## src/rtl/mpq_pkg.sv

```systemverilog
package mpq_pkg;

  // Advance a ring index by one, wrapping at 2**log2_depth entries.
  function automatic logic [31:0] ring_next(input logic [31:0] idx,
                                            input int unsigned log2_depth);
    logic [31:0] lim;
    lim = (32'd1 << log2_depth) - 32'd1;
    return (idx + 32'd1) & lim;
  endfunction

  // Byte address of a slot: base plus index scaled by the word size.
  function automatic logic [31:0] slot_addr(input logic [31:0] base,
                                            input logic [31:0] idx,
                                            input int unsigned log2_word);
    return base + (idx << log2_word);
  endfunction

endpackage

```

## src/rtl/mpq_ptr_track.sv

```systemverilog
module mpq_ptr_track #(
  parameter int IDX_W = 4
) (
  input  logic             clk,
  input  logic             rst_n,
  input  logic             head_step,
  input  logic             tail_step,
  input  logic             full_drop,
  output logic [IDX_W-1:0] head_idx,
  output logic [IDX_W-1:0] tail_idx,
  output logic             full,
  output logic             lands_on_tail
);
  logic [IDX_W-1:0] head_nx, tail_nx;

  always_comb begin
    head_nx = head_step ? IDX_W'(mpq_pkg::ring_next(32'(head_idx), IDX_W)) : head_idx;
    tail_nx = tail_step ? IDX_W'(mpq_pkg::ring_next(32'(tail_idx), IDX_W)) : tail_idx;
  end

  // Fullness is judged on the updated pointers.
  assign lands_on_tail = head_step && (head_nx == tail_nx);

  always_ff @(posedge clk) begin
    if (!rst_n) begin
      head_idx <= '0;
      tail_idx <= '0;
      full     <= 1'b0;
    end else begin
      head_idx <= head_nx;
      tail_idx <= tail_nx;
      if (lands_on_tail)
        full <= 1'b1;
      else if (tail_step || full_drop)
        full <= 1'b0;
    end
  end
endmodule

```

## src/rtl/mpq_store_ctl.sv

```systemverilog
module mpq_store_ctl #(
  parameter int ADDR_W = 32,
  parameter int DATA_W = 32
) (
  input  logic              clk,
  input  logic              rst_n,
  input  logic              take,
  input  logic [ADDR_W-1:0] take_addr,
  input  logic [DATA_W-1:0] take_data,
  input  logic              mem_ack,
  output logic              mem_req,
  output logic [ADDR_W-1:0] mem_addr,
  output logic [DATA_W-1:0] mem_data,
  output logic              busy,
  output logic              store_done
);
  always_ff @(posedge clk) begin
    if (!rst_n) begin
      mem_req  <= 1'b0;
      mem_addr <= '0;
      mem_data <= '0;
    end else if (take) begin
      mem_req  <= 1'b1;
      mem_addr <= take_addr;
      mem_data <= take_data;
    end else if (mem_req && mem_ack) begin
      mem_req  <= 1'b0;
    end
  end

  assign busy       = mem_req;
  assign store_done = mem_req && mem_ack;
endmodule

```

## src/rtl/mpq_irq_reg.sv

```systemverilog
module mpq_irq_reg (
  input  logic clk,
  input  logic rst_n,
  input  logic post,
  input  logic clr,
  input  logic mask_we,
  input  logic mask_val,
  output logic status,
  output logic mask,
  output logic irq
);
  always_ff @(posedge clk) begin
    if (!rst_n) begin
      status <= 1'b0;
      mask   <= 1'b1;
    end else begin
      if (post)
        status <= 1'b1;
      else if (clr)
        status <= 1'b0;
      if (mask_we)
        mask <= mask_val;
    end
  end

  assign irq = status & ~mask;
endmodule

```

## src/rtl/msg_post_queue.sv

```systemverilog
module msg_post_queue #(
  parameter int              ADDR_W     = 32,
  parameter int              DATA_W     = 32,
  parameter int              DEPTH_LOG2 = 4,
  parameter int              WORD_LOG2  = 2,
  parameter logic [ADDR_W-1:0] BASE_ADDR = 'h4000
) (
  input  logic              clk,
  input  logic              rst_n,
  input  logic              port_wr_valid,
  input  logic [DATA_W-1:0] port_wr_data,
  output logic              port_accept,
  output logic              port_retry,
  output logic              mem_req,
  output logic [ADDR_W-1:0] mem_addr,
  output logic [DATA_W-1:0] mem_data,
  input  logic              mem_ack,
  input  logic              tail_inc,
  input  logic              irq_clr,
  input  logic              mask_wr_en,
  input  logic              mask_wr_val,
  output logic [ADDR_W-1:0] head_addr,
  output logic [ADDR_W-1:0] tail_addr,
  output logic              q_full,
  output logic              irq_status,
  output logic              irq_mask,
  output logic              irq_out
);
  localparam int IDX_W = DEPTH_LOG2;

  logic [IDX_W-1:0] head_idx, tail_idx;
  logic             store_busy, store_done, post_take, lands_on_tail;

  // Same-cycle answer to the port.
  assign post_take   = port_wr_valid && !store_busy && !q_full;
  assign port_accept = post_take;
  assign port_retry  = port_wr_valid && (store_busy || q_full);

  assign head_addr = ADDR_W'(mpq_pkg::slot_addr(32'(BASE_ADDR), 32'(head_idx), WORD_LOG2));
  assign tail_addr = ADDR_W'(mpq_pkg::slot_addr(32'(BASE_ADDR), 32'(tail_idx), WORD_LOG2));

  mpq_store_ctl #(.ADDR_W(ADDR_W), .DATA_W(DATA_W)) u_store (
    .clk        (clk),
    .rst_n      (rst_n),
    .take       (post_take),
    .take_addr  (head_addr),
    .take_data  (port_wr_data),
    .mem_ack    (mem_ack),
    .mem_req    (mem_req),
    .mem_addr   (mem_addr),
    .mem_data   (mem_data),
    .busy       (store_busy),
    .store_done (store_done)
  );

  mpq_ptr_track #(.IDX_W(IDX_W)) u_ptr (
    .clk           (clk),
    .rst_n         (rst_n),
    .head_step     (store_done),
    .tail_step     (tail_inc),
    .full_drop     (irq_clr),
    .head_idx      (head_idx),
    .tail_idx      (tail_idx),
    .full          (q_full),
    .lands_on_tail (lands_on_tail)
  );

  mpq_irq_reg u_irq (
    .clk      (clk),
    .rst_n    (rst_n),
    .post     (store_done),
    .clr      (irq_clr),
    .mask_we  (mask_wr_en),
    .mask_val (mask_wr_val),
    .status   (irq_status),
    .mask     (irq_mask),
    .irq      (irq_out)
  );
endmodule

```

## config.mk

```make
export PLATFORM = sky130hd
export DESIGN_NAME = msg_post_queue
export DESIGN_NICKNAME = d
export VERILOG_FILES = /design/src/rtl/mpq_pkg.sv /design/src/rtl/mpq_ptr_track.sv /design/src/rtl/mpq_store_ctl.sv /design/src/rtl/mpq_irq_reg.sv /design/src/rtl/msg_post_queue.sv
export SDC_FILE = /design/constraint.sdc
export NUM_CORES = 1
export LEC_CHECK = 0
export BUFFER_PORTS_ARGS = -buffer_cell sky130_fd_sc_hd__buf_2
export CAP_MARGIN = 0
export CELL_PAD_IN_SITES_DETAIL_PLACEMENT = 0
export CELL_PAD_IN_SITES_GLOBAL_PLACEMENT = 1
export CORE_MARGIN = 3
export CORE_UTILIZATION = 25
export DETAILED_ROUTE_END_ITERATION = 7
export PLACE_DENSITY_LB_ADDON = 0.12
export SYNTH_ARGS = -nofsm -noshare
export SYNTH_HDL_FRONTEND = slang
export SYNTH_SLANG_ARGS = --single-unit
```

## constraint.sdc

```tcl
create_clock -name clk -period 1.5 [get_ports clk]
set_clock_uncertainty 0.15 [all_clocks]
set_input_delay 0.45 -clock clk [delete_from_list [all_inputs] [get_ports clk]]
set_output_delay 0.45 -clock clk [all_outputs]
set_load 0.02 [all_outputs]
```

==> results.txt, run 1 <==
First-pass GRT wire length = 9.18 mm
Clock Sinks = 49
Layout cells sized above 1 = 0.355
CTS Hold Buffers Added = 0
Dpl cells = 528
Element type at the critical path start = register
Pwr dens = 897 nW/um2
Synth-to-layout area growth = 26.2%
Clock Power Share = 0.263
Synth warnings = 0
HP Start = mask_wr_val
RSZ-0062 raised after global routing = yes
Setup violators final = 4
CTS buffer count = 5
Switching power = 0.959 mW
Cell Area, Synth = 2540 um2
Crit share post-route = 1.08
Final hold slack = 0.212 ns
Bufs on Longest Clock Path = 2
Switching Fraction = 0.333
Final layout net count = 450
DR iter-0 viols = 58
Synth cell types = 25
Vias in the first global route = 1,809
FF-to-FF Start = u_ptr.tail_idx[0]
Worst vdd ir = 0.339 mV
Violated checks = negative setup slack
Initial Utilization = 0.259
Die ar. = 11,400 um2
Die width = 107 um
Fmax = 619 MHz
Static Leak = 1.59 nW
Setup WS pre-CTS = -0.200 ns
Hold Path Cell Cnt = 3
Max Cap Viol = 0
Minimum clock period = 1.62 ns
Pint = 1.92 mW
Synth Area in Simple Gates = 0.166
Die span in y = 107 um
Core Region = 9820 um2
Largest family of logic cells by synthesized area = buffers and inverters
Post-DP HPWL = 4.44 mm
Post-Synth Adder-Cell Area = 0.00984
Seq cells post-synth = 49
Initial antenna violation count = 0
Post-synthesis sequential area ratio = 0.386
I/O Buffers = 91
Gate power share = 0.246
Crit path kind = reg2out
Critical Path AT = 1.02 ns
Final WS setup = -0.116 ns
Slew Limit Fails = 0
Reg2reg setup slack = -0.07 ns
Synthesized instance count = 301
Post-route ant nets = 0
RR Endpoint = u_ptr.full
Diodes inserted = 0
Status = finished, violations left
Post-synthesis xor/xnor area fraction = 0.0364
Largest net degree at the start of global routing = 38
Synth Area per Inst = 8.45 um2
Rows = 36
DRC = 0
Final std cells w/o fill = 542
Final core occ = 0.327
Root buf cell = clkbuf_8
Compound-gate portion of the synthesized area = 0.124
Vias per inst = 3.62
Final Hold Viols = 0
Routed len/inst = 11.0 um
Tot Pwr = 2.88 mW
Req. time, crit path = 0.90 ns
RePlAce Congestion = 0.690
CP Capture Type = output port
Fillcell total = 1,098
CP Max Fanout = 3
CTS tree = built
Clock slew at reported path FFs = 0.09 ns
Power share of the sequential group = 0.491
Congestion Overflow GR = 0
Hold/Removal Path Class = in2reg
Multiplexer area fraction after synthesis = 0.00787
Commonest non-fill, non-tap cell in the layout = buf_2
DRT Pass-1 Iters = 4
H-tree levels = 2
DR vias = 1,962
FF-to-FF path depth = 4
Most frequent cells in the layout = buf_2 (84), conb_1 (83), nand2_1 (76)
Worst Hold End = u_irq.mask
Final WL = 5.94 mm
GRT Overall Usage = 0.101
Ports = 175
Clock Latency Late Sink = 0.29 ns
power by group through the flow:
stage / logic (mW) / clock network, mW / registers (mW)
after floorplan: 0.522 / 0 / 1.53
after global placement: 0.685 / 0 / 1.44
after detailed placement: 0.681 / 0 / 1.44
after CTS: 0.706 / 0.826 / 1.41
after global routing: 0.778 / 0.876 / 1.43
final: 0.709 / 0.756 / 1.41
worst max-delay path, stage by stage (launching register included):
cell and delay, ns:
dfxtp_4 0.36, nor2_4 0.12, nand2_2 0.07, inv_2 0.06, buf_6 0.11
repair_timing:
item / CTS / global route
setup endpoints to repair: 8 / 7
buffers inserted: 7 / 3
gates resized for setup: 23 / 18
pin swaps: 5 / 1
synth_stat cells:
cell type  number  area share
buf_4          83        0.24
dfxtp_1        49        0.39
and2b_2         1      0.0034
nand2b_1        2      0.0049
nand3_1         4      0.0079
o41ai_2         1      0.0064
buf_1           4      0.0059
or3b_1          1      0.0034
nor2b_1         6       0.015
ha_1            2      0.0098
xnor2_1         3       0.010
nor2_1          3      0.0044
a21boi_0       39        0.12
buf_2           2      0.0039
nand4_1         1      0.0025
or4bb_2         1      0.0049
clkbuf_1        7       0.010
conb_1          2      0.0030
inv_1           1      0.0015
nand2_1        78        0.12
xor2_1          5       0.017
o21a_1          1      0.0030
mux2i_1         2      0.0079
and2_1          2      0.0049
xnor3_1         1      0.0089
how the worst max path moves through the flow:
stage,from,endpoint,slack (ns),cells past startpoint
floorplan,u_ptr.full,u_store.mem_addr[5],0.0003,7
global placement,tail_inc,u_ptr.full,-0.20,5
detailed placement,tail_inc,u_ptr.full,-0.20,5
CTS,u_store.busy,port_accept,-0.18,4
global route,u_ptr.full,port_accept,-0.20,4
finish,u_ptr.full,port_accept,-0.12,4
layout make-up:
type / instances / area (um2) / share of cell area
sequential: 49 / 1010 / 0.315
clock buffer: 6 / 72.6 / 0.0226
timing repair buffer: 115 / 699 / 0.218
inverter: 1 / 3.75 / 0.00117
multi-input combinational: 236 / 1250 / 0.389
clock inverter: 2 / 10.0 / 0.00312
tap: 133 / 166 / 0.0519
layer usage:
| layer | up-vias | wire length [um] | GRT usage |
|---|---|---|---|
| li1 | 994 | - | - |
| met4 | 0 | 55 | 0.0356 |
| met1 | 866 | 2540 | 0.128 |
| met3 | 5 | 543 | 0.0277 |
| met2 | 97 | 2800 | 0.164 |
| met5 | - | 0 | 0 |
stage by stage:
stage	cell area [um2]	TNS (ns)
CTS	3170	-0.589
finish	3210	-0.280
global placement	3000	-0.234
floorplan	2890	0
global route	3210	-0.640
detailed placement	3000	-0.243
kinds of logic (layout without fill, tap and decap cells):
group	Yosys count	in the layout
compound gates	41	41
buf+inv	97	124
flops	49	49
fa+ha+maj	2	2
other cells	2	83
xor+xnor	9	9
simple gates	99	99
mux	2	2
sequential cells by signal, summed over array words and instances, names as in the netlist:
register          count
u_irq.mask            1
u_irq.status          1
u_ptr.full            1
u_ptr.head_idx        4
u_ptr.tail_idx        4
u_store.busy          1
u_store.mem_addr      5
u_store.mem_data     32
Note: power is estimated with default switching activity, not from simulation.
==> run 2: changes to the inputs <==
--- a/config.mk
+++ b/config.mk
@@ -10,9 +10,10 @@
 export CELL_PAD_IN_SITES_DETAIL_PLACEMENT = 0
 export CELL_PAD_IN_SITES_GLOBAL_PLACEMENT = 1
 export CORE_MARGIN = 3
-export CORE_UTILIZATION = 25
+export CORE_UTILIZATION = 37
 export DETAILED_ROUTE_END_ITERATION = 7
 export PLACE_DENSITY_LB_ADDON = 0.12
 export SYNTH_ARGS = -nofsm -noshare
 export SYNTH_HDL_FRONTEND = slang
+export SYNTH_HIERARCHICAL = 1
 export SYNTH_SLANG_ARGS = --single-unit
==> constraint.sdc (replaced) <==
create_clock -name clk -period 2 [get_ports clk]
set_clock_uncertainty 0.15 [all_clocks]
set_input_delay 0.6 -clock clk [delete_from_list [all_inputs] [get_ports clk]]
set_output_delay 0.6 -clock clk [all_outputs]
set_load 0.02 [all_outputs]
==> run 2 against run 1 <==
Against the previous run: the flow now finishes without violations; non-clock buffer count increased by 10; sequential share of layout area rose by 4.5 points; combinational power down 5.2%; setup slack improved by 0.18 ns; final cell count is 6.5% higher; global-route usage grew 1.9 points; first-iteration DRC count shrank 45%; critical path depth down 2; register-to-register slack better by 0.32 ns; clock-buffer cell count up 5; highest routed layer unchanged.
==> results.txt, run 2 <==
Bufs on Longest Clock Path = 2
Largest net degree at the start of global routing = 43
Setup violators final = 0
DRT Pass-1 Iters = 3
Die width = 102 um
Async SR Flop Fraction = 0
DR iter-0 viols = 32
Critical Path AT = 1.19 ns
Ports = 175
Vias in the first global route = 2,049
Core Region = 8850 um2
Seq cells post-synth = 76
Root buf cell = clkbuf_8
Slew Limit Fails = 0
Routed len/inst = 11.2 um
Die ar. = 10,400 um2
Hold/Removal Path Class = in2reg
Vias per inst = 3.98
DRC = 0
Share of the synthesized area in the top cell type = 0.446
Crit path kind = reg2out
Final Hold Viols = 0
CTS buffer count = 9
Rows = 34
Congestion Overflow GR = 0
Synth-to-layout area growth = 24.0%
Reg area = 1520 um2
Top_reg_cell synth = dfxtp_1
Clock Sinks = 76
Setup Fix Bufs, Post-CTS = 0
GRT Overall Usage = 0.120
Diodes inserted = 0
Top post-synthesis cells by area = dfxtp_1 (45%), mux2i_1 (20%), nor2b_1 (13%)
Synth cell types = 20
CP Capture Type = output port
DR vias = 2,296
Most common library cells after synthesis = dfxtp_1 (76), nor2b_1 (72), mux2i_1 (67)
Initial Utilization = 0.386
Layout cells sized above 1 = 0.309
Synth warnings = 6
Tot Pwr = 3.53 mW
Cell Chain, Critical Path = nor3b_4 -> buf_6
Die span in y = 102 um
Setup TNS = 0 ns
Post-DP HPWL = 4.72 mm
Post-synthesis sequential area ratio = 0.446
Synth Area per Inst = 10.8 um2
Most common cell in the synthesized netlist = dfxtp_1
CP peak stage delay = 0.37 ns
Status = finished, final reports clean
Final layout net count = 506
CTS Hold Buffers Added = 0
Synthesized instance count = 317
Cell taking the most area after synthesis = dfxtp_1
Number of synthesized flops with an enable pin = 0
First-pass GRT wire length = 9.76 mm
Area of the multi-input gates = 1680 um2
Minimum clock period = 1.94 ns
Slowest-stage cell, CP = dfxtp_1
Crit share post-route = 0.969
Largest regs = u_store/mem_addr: 32 flops, u_store/mem_data: 32 flops
H-tree levels = 3
Clock Latency Late Sink = 0.34 ns
Fillcell total = 871
RePlAce Congestion = 0.729
Final WL = 6.46 mm
Worst vdd ir = 0.278 mV
Cell Area, Synth = 3410 um2
I/O Buffers = 118
CTS tree = built
Pwr dens = 835 nW/um2
Fmax = 516 MHz
Clock slew at reported path FFs = 0.08 ns
Final hold slack = 0.330 ns
CP Max Fanout = 5
Req. time, crit path = 1.25 ns
Most frequent cells in the layout = buf_2 (117), conb_1 (84), dfxtp_1 (76)
Post-route ant nets = 0
Initial antenna violation count = 0
Element type at the critical path start = register
Static Leak = 2.14 nW
Commonest non-fill, non-tap cell in the layout = buf_2
Max Cap Viol = 0
RSZ-0062 raised after global routing = no
-- run 2: cell types whose count changed after synthesis, moves of 4 or more --
cell      previous run  this run
nand2_1             78         3
nor2b_1              6        72
mux2i_1              2        67
a21boi_0            39         0
dfxtp_1             49        76
buf_4               83        57
buf_6                0         6
xor2_1               5        10
buf_1                4         0
-- run 2: power by group --
group          internal (mW)  switching (mW)
registers               1.61          0.0500
logic                  0.259           0.414
clock network          0.644           0.561
total                   2.51            1.02
-- run 2: routing by layer --
| layer | global-route usage | up-vias | share of wire |
|---|---|---|---|
| li1 | - | 1181 | - |
| met1 | 0.143 | 1009 | 0.43 |
| met2 | 0.199 | 98 | 0.48 |
| met3 | 0.0239 | 8 | 0.071 |
| met4 | 0.0696 | 0 | 0.020 |
| met5 | 0 | - | 0 |
-- run 2: cell type report --
| cell class | count | area share |
|---|---|---|
| timing repair buffer | 125 | 0.162 |
| multi-input combinational | 252 | 0.396 |
| clock inverter | 5 | 0.0142 |
| sequential | 76 | 0.359 |
| clock buffer | 11 | 0.0358 |
| tap | 108 | 0.0319 |
-- run 2: stage by stage --
stage | cell area (um2) | std cells | setup slack (ns) | utilization
finish | 4230 | 577 | 0.0618 | 0.478
global route | 4230 | 577 | 0.00457 | 0.478
CTS | 4230 | 577 | 0.0136 | 0.478
detailed placement | 4020 | 561 | 0.0401 | 0.454
global placement | 4020 | 561 | 0.0622 | 0.454
floorplan | 3720 | 399 | 0.115 | -
-- run 2: final timing paths --
path / startpoint / endpoint / slack, ns / cells after the start
worst max-delay path: u_store/busy / port_accept / 0.06 / 2
worst min-delay path: mask_wr_val / u_irq/mask / 0.33 / 3
worst max register to register: u_store/busy / u_ptr/full / 0.25 / 6
worst min register to register: u_irq/mask / u_irq/mask / 0.36 / 2
-- run 2: critical path: cells and delay by family (launching register included) --
kind / cells / cell delay [ns]
DFF: 1 / 0.37
and+or+nand+nor: 1 / 0.31
buffers and inverters: 1 / 0.17
-- run 2: cells by family (layout without fill, tap and decap cells) --
logic type | Yosys count | in the layout | share of synthesized area
XOR/XNOR | 10 | 10 | 0.0256
other | 2 | 84 | 0.00220
adder cells (fa/ha/maj) | 2 | 2 | 0.00733
AND/OR/NAND/NOR | 85 | 85 | 0.159
flip-flops | 76 | 76 | 0.446
buffers and inverters | 71 | 141 | 0.155
multiplexers | 67 | 67 | 0.196
AO/OA/AOI/OAI | 4 | 4 | 0.00879
-- run 2: timing repair --
item	4_1_cts	5_1_grt
pin swaps	1	1
gates cloned	0	0
endpoints found under the setup margin	1	1
gates resized for setup	0	2
==> run 3: changes to the inputs <==
--- a/config.mk
+++ b/config.mk
@@ -13,6 +13,7 @@
 export CORE_UTILIZATION = 37
 export DETAILED_ROUTE_END_ITERATION = 7
 export PLACE_DENSITY_LB_ADDON = 0.12
+export RECOVER_POWER = 100
 export SYNTH_ARGS = -nofsm -noshare
 export SYNTH_HDL_FRONTEND = slang
 export SYNTH_HIERARCHICAL = 1
==> run 3 against run 2 <==
Against the previous run: setup slack improved by 0.0034 ns; via count rose by 0.17%; utilization fell by 1.1 points; critical path type unchanged; highest routed layer unchanged.
==> results.txt, run 3 (synthesis results as in run 2) <==
Element type at the critical path start = register
Tot Pwr = 3.51 mW
Worst Hold End = u_irq/mask
Congestion Overflow GR = 0
Post-route ant nets = 0
Met3 WL = 457 um
DRT Pass-1 Iters = 3
DRC = 0
Ports = 175
First-pass GRT wire length = 9.76 mm
FF-to-FF path depth = 4
CTS buffer count = 9
Initial antenna violation count = 0
Initial Utilization = 0.386
CTS Hold Buffers Added = 0
Cell Chain, Critical Path = nor3b_4 -> buf_6
Pwr dens = 850 nW/um2
Die span in y = 102 um
RR Endpoint = u_store/mem_data[10]
CP peak stage delay = 0.37 ns
Core Region = 8850 um2
Post-DP HPWL = 4.72 mm
Setup violators final = 0
Reg2reg setup slack = 0.12 ns
Crit share post-route = 0.967
Diodes inserted = 0
Clock Sinks = 76
Vias in the first global route = 2,049
Hold Path Cell Cnt = 3
Die width = 102 um
Slew @ Worst Pin = 1.11 ns
HP Start = mask_wr_val
Metal-1 WL = 2.80 mm
CTS tree = built
Slowest-stage cell, CP = dfxtp_1
DR iter-0 viols = 41
Worst rel slew slack = 0.258
Synth-to-layout area growth = 21.0%
Root buf cell = clkbuf_8
Most frequent cells in the layout = conb_1 (84), clkbuf_1 (78), dfxtp_1 (76)
Req. time, crit path = 1.25 ns
Fmax = 517 MHz
Layout cells sized above 1 = 0.143
H-tree levels = 3
Final Hold Viols = 0
RSZ-0062 raised after global routing = no
Final layout net count = 506
Met2 routed WL = 3.11 mm
Routed len/inst = 11.3 um
Vias per inst = 3.99
Die ar. = 10,400 um2
Largest net degree at the start of global routing = 43
Uppermost layer routed = met4
Fillcell total = 901
Max Cap Viol = 0
Critical Path AT = 1.18 ns
Worst vdd ir = 0.278 mV
Slew Limit Fails = 0
Setup TNS = 0 ns
Rows = 34
I/O Buffers = 118
FF-to-FF Start = u_store/busy
Commonest non-fill, non-tap cell in the layout = conb_1
Worst Setup SP = u_store/busy
Final WL = 6.49 mm
GRT Overall Usage = 0.120
Bufs on Longest Clock Path = 2
Clock slew at reported path FFs = 0.08 ns
Minimum clock period = 1.93 ns
CP Capture Type = output port
Largest regs = u_store/mem_addr: 32 flops, u_store/mem_data: 32 flops
CP Max Fanout = 5
RePlAce Congestion = 0.729
Status = finished, final reports clean
Hold/Removal Path Class = in2reg
Crit path kind = reg2out
Static Leak = 1.82 nW
Final hold slack = 0.330 ns
Clock Latency Late Sink = 0.34 ns
DR vias = 2,300
-- run 3: cell count changes in the layout (fill, tap and decap cells not counted), sizes merged --
cell	change
buf	-79
clkbuf	+79
-- run 3: how the worst max path moves through the flow --
| stage | end | cells past startpoint | slack [ns] |
|---|---|---|---|
| after floorplan | u_store/mem_addr[2] | 5 | 0.11 |
| after global placement | u_ptr/full | 7 | 0.06 |
| after detailed placement | u_ptr/full | 7 | 0.04 |
| after CTS | port_accept | 2 | 0.01 |
| after global routing | port_accept | 2 | 0.007 |
| final | port_accept | 2 | 0.07 |
-- run 3: final cells by class --
class | instances | area, um2 | area share
Clock buffer | 11 | 151 | 0.0366
Timing Repair Buffer | 125 | 587 | 0.142
Sequential cell | 76 | 1520 | 0.368
Multi-Input combinational cell | 252 | 1680 | 0.406
Clock inverter | 5 | 60.1 | 0.0145
Tap cell | 108 | 135 | 0.0327
-- run 3: per-stage QoR --
step / instance area [um2] / instances / worst slack, ns / utilization
2_1_floorplan: 3720 / 399 / 0.115 / -
3_3_place_gp: 4020 / 561 / 0.0622 / 0.454
3_5_place_dp: 4020 / 561 / 0.0401 / 0.454
4_1_cts: 4230 / 577 / 0.0136 / 0.478
5_1_grt: 4130 / 577 / 0.00730 / 0.467
6_report: 4130 / 577 / 0.0653 / 0.467
-- run 3: power breakdown --
part	leakage (nW)	switching (mW)	internal (mW)
registers	0.624	0.0530	1.61
clock network	0.0938	0.561	0.644
logic	1.11	0.414	0.232
-- run 3: per-layer routing --
layer / GRT usage / vias up
li1: - / 1181
met2: 0.199 / 98
met4: 0.0696 / 0
met5: 0 / -
met3: 0.0239 / 8
met1: 0.143 / 1013
-- run 3: repair_timing --
action                     in CTS  in global routing
buffers inserted                0                  0
setup endpoints to repair       1                  1
pin swaps                       1                  1
gates resized for setup         0                  2
-- run 3: worst max-delay path, delay by kind of cell (launching register included) --
kind | cells | cell delay (ns)
DFF | 1 | 0.37
buffers and inverters | 1 | 0.16
and+or+nand+nor | 1 | 0.31
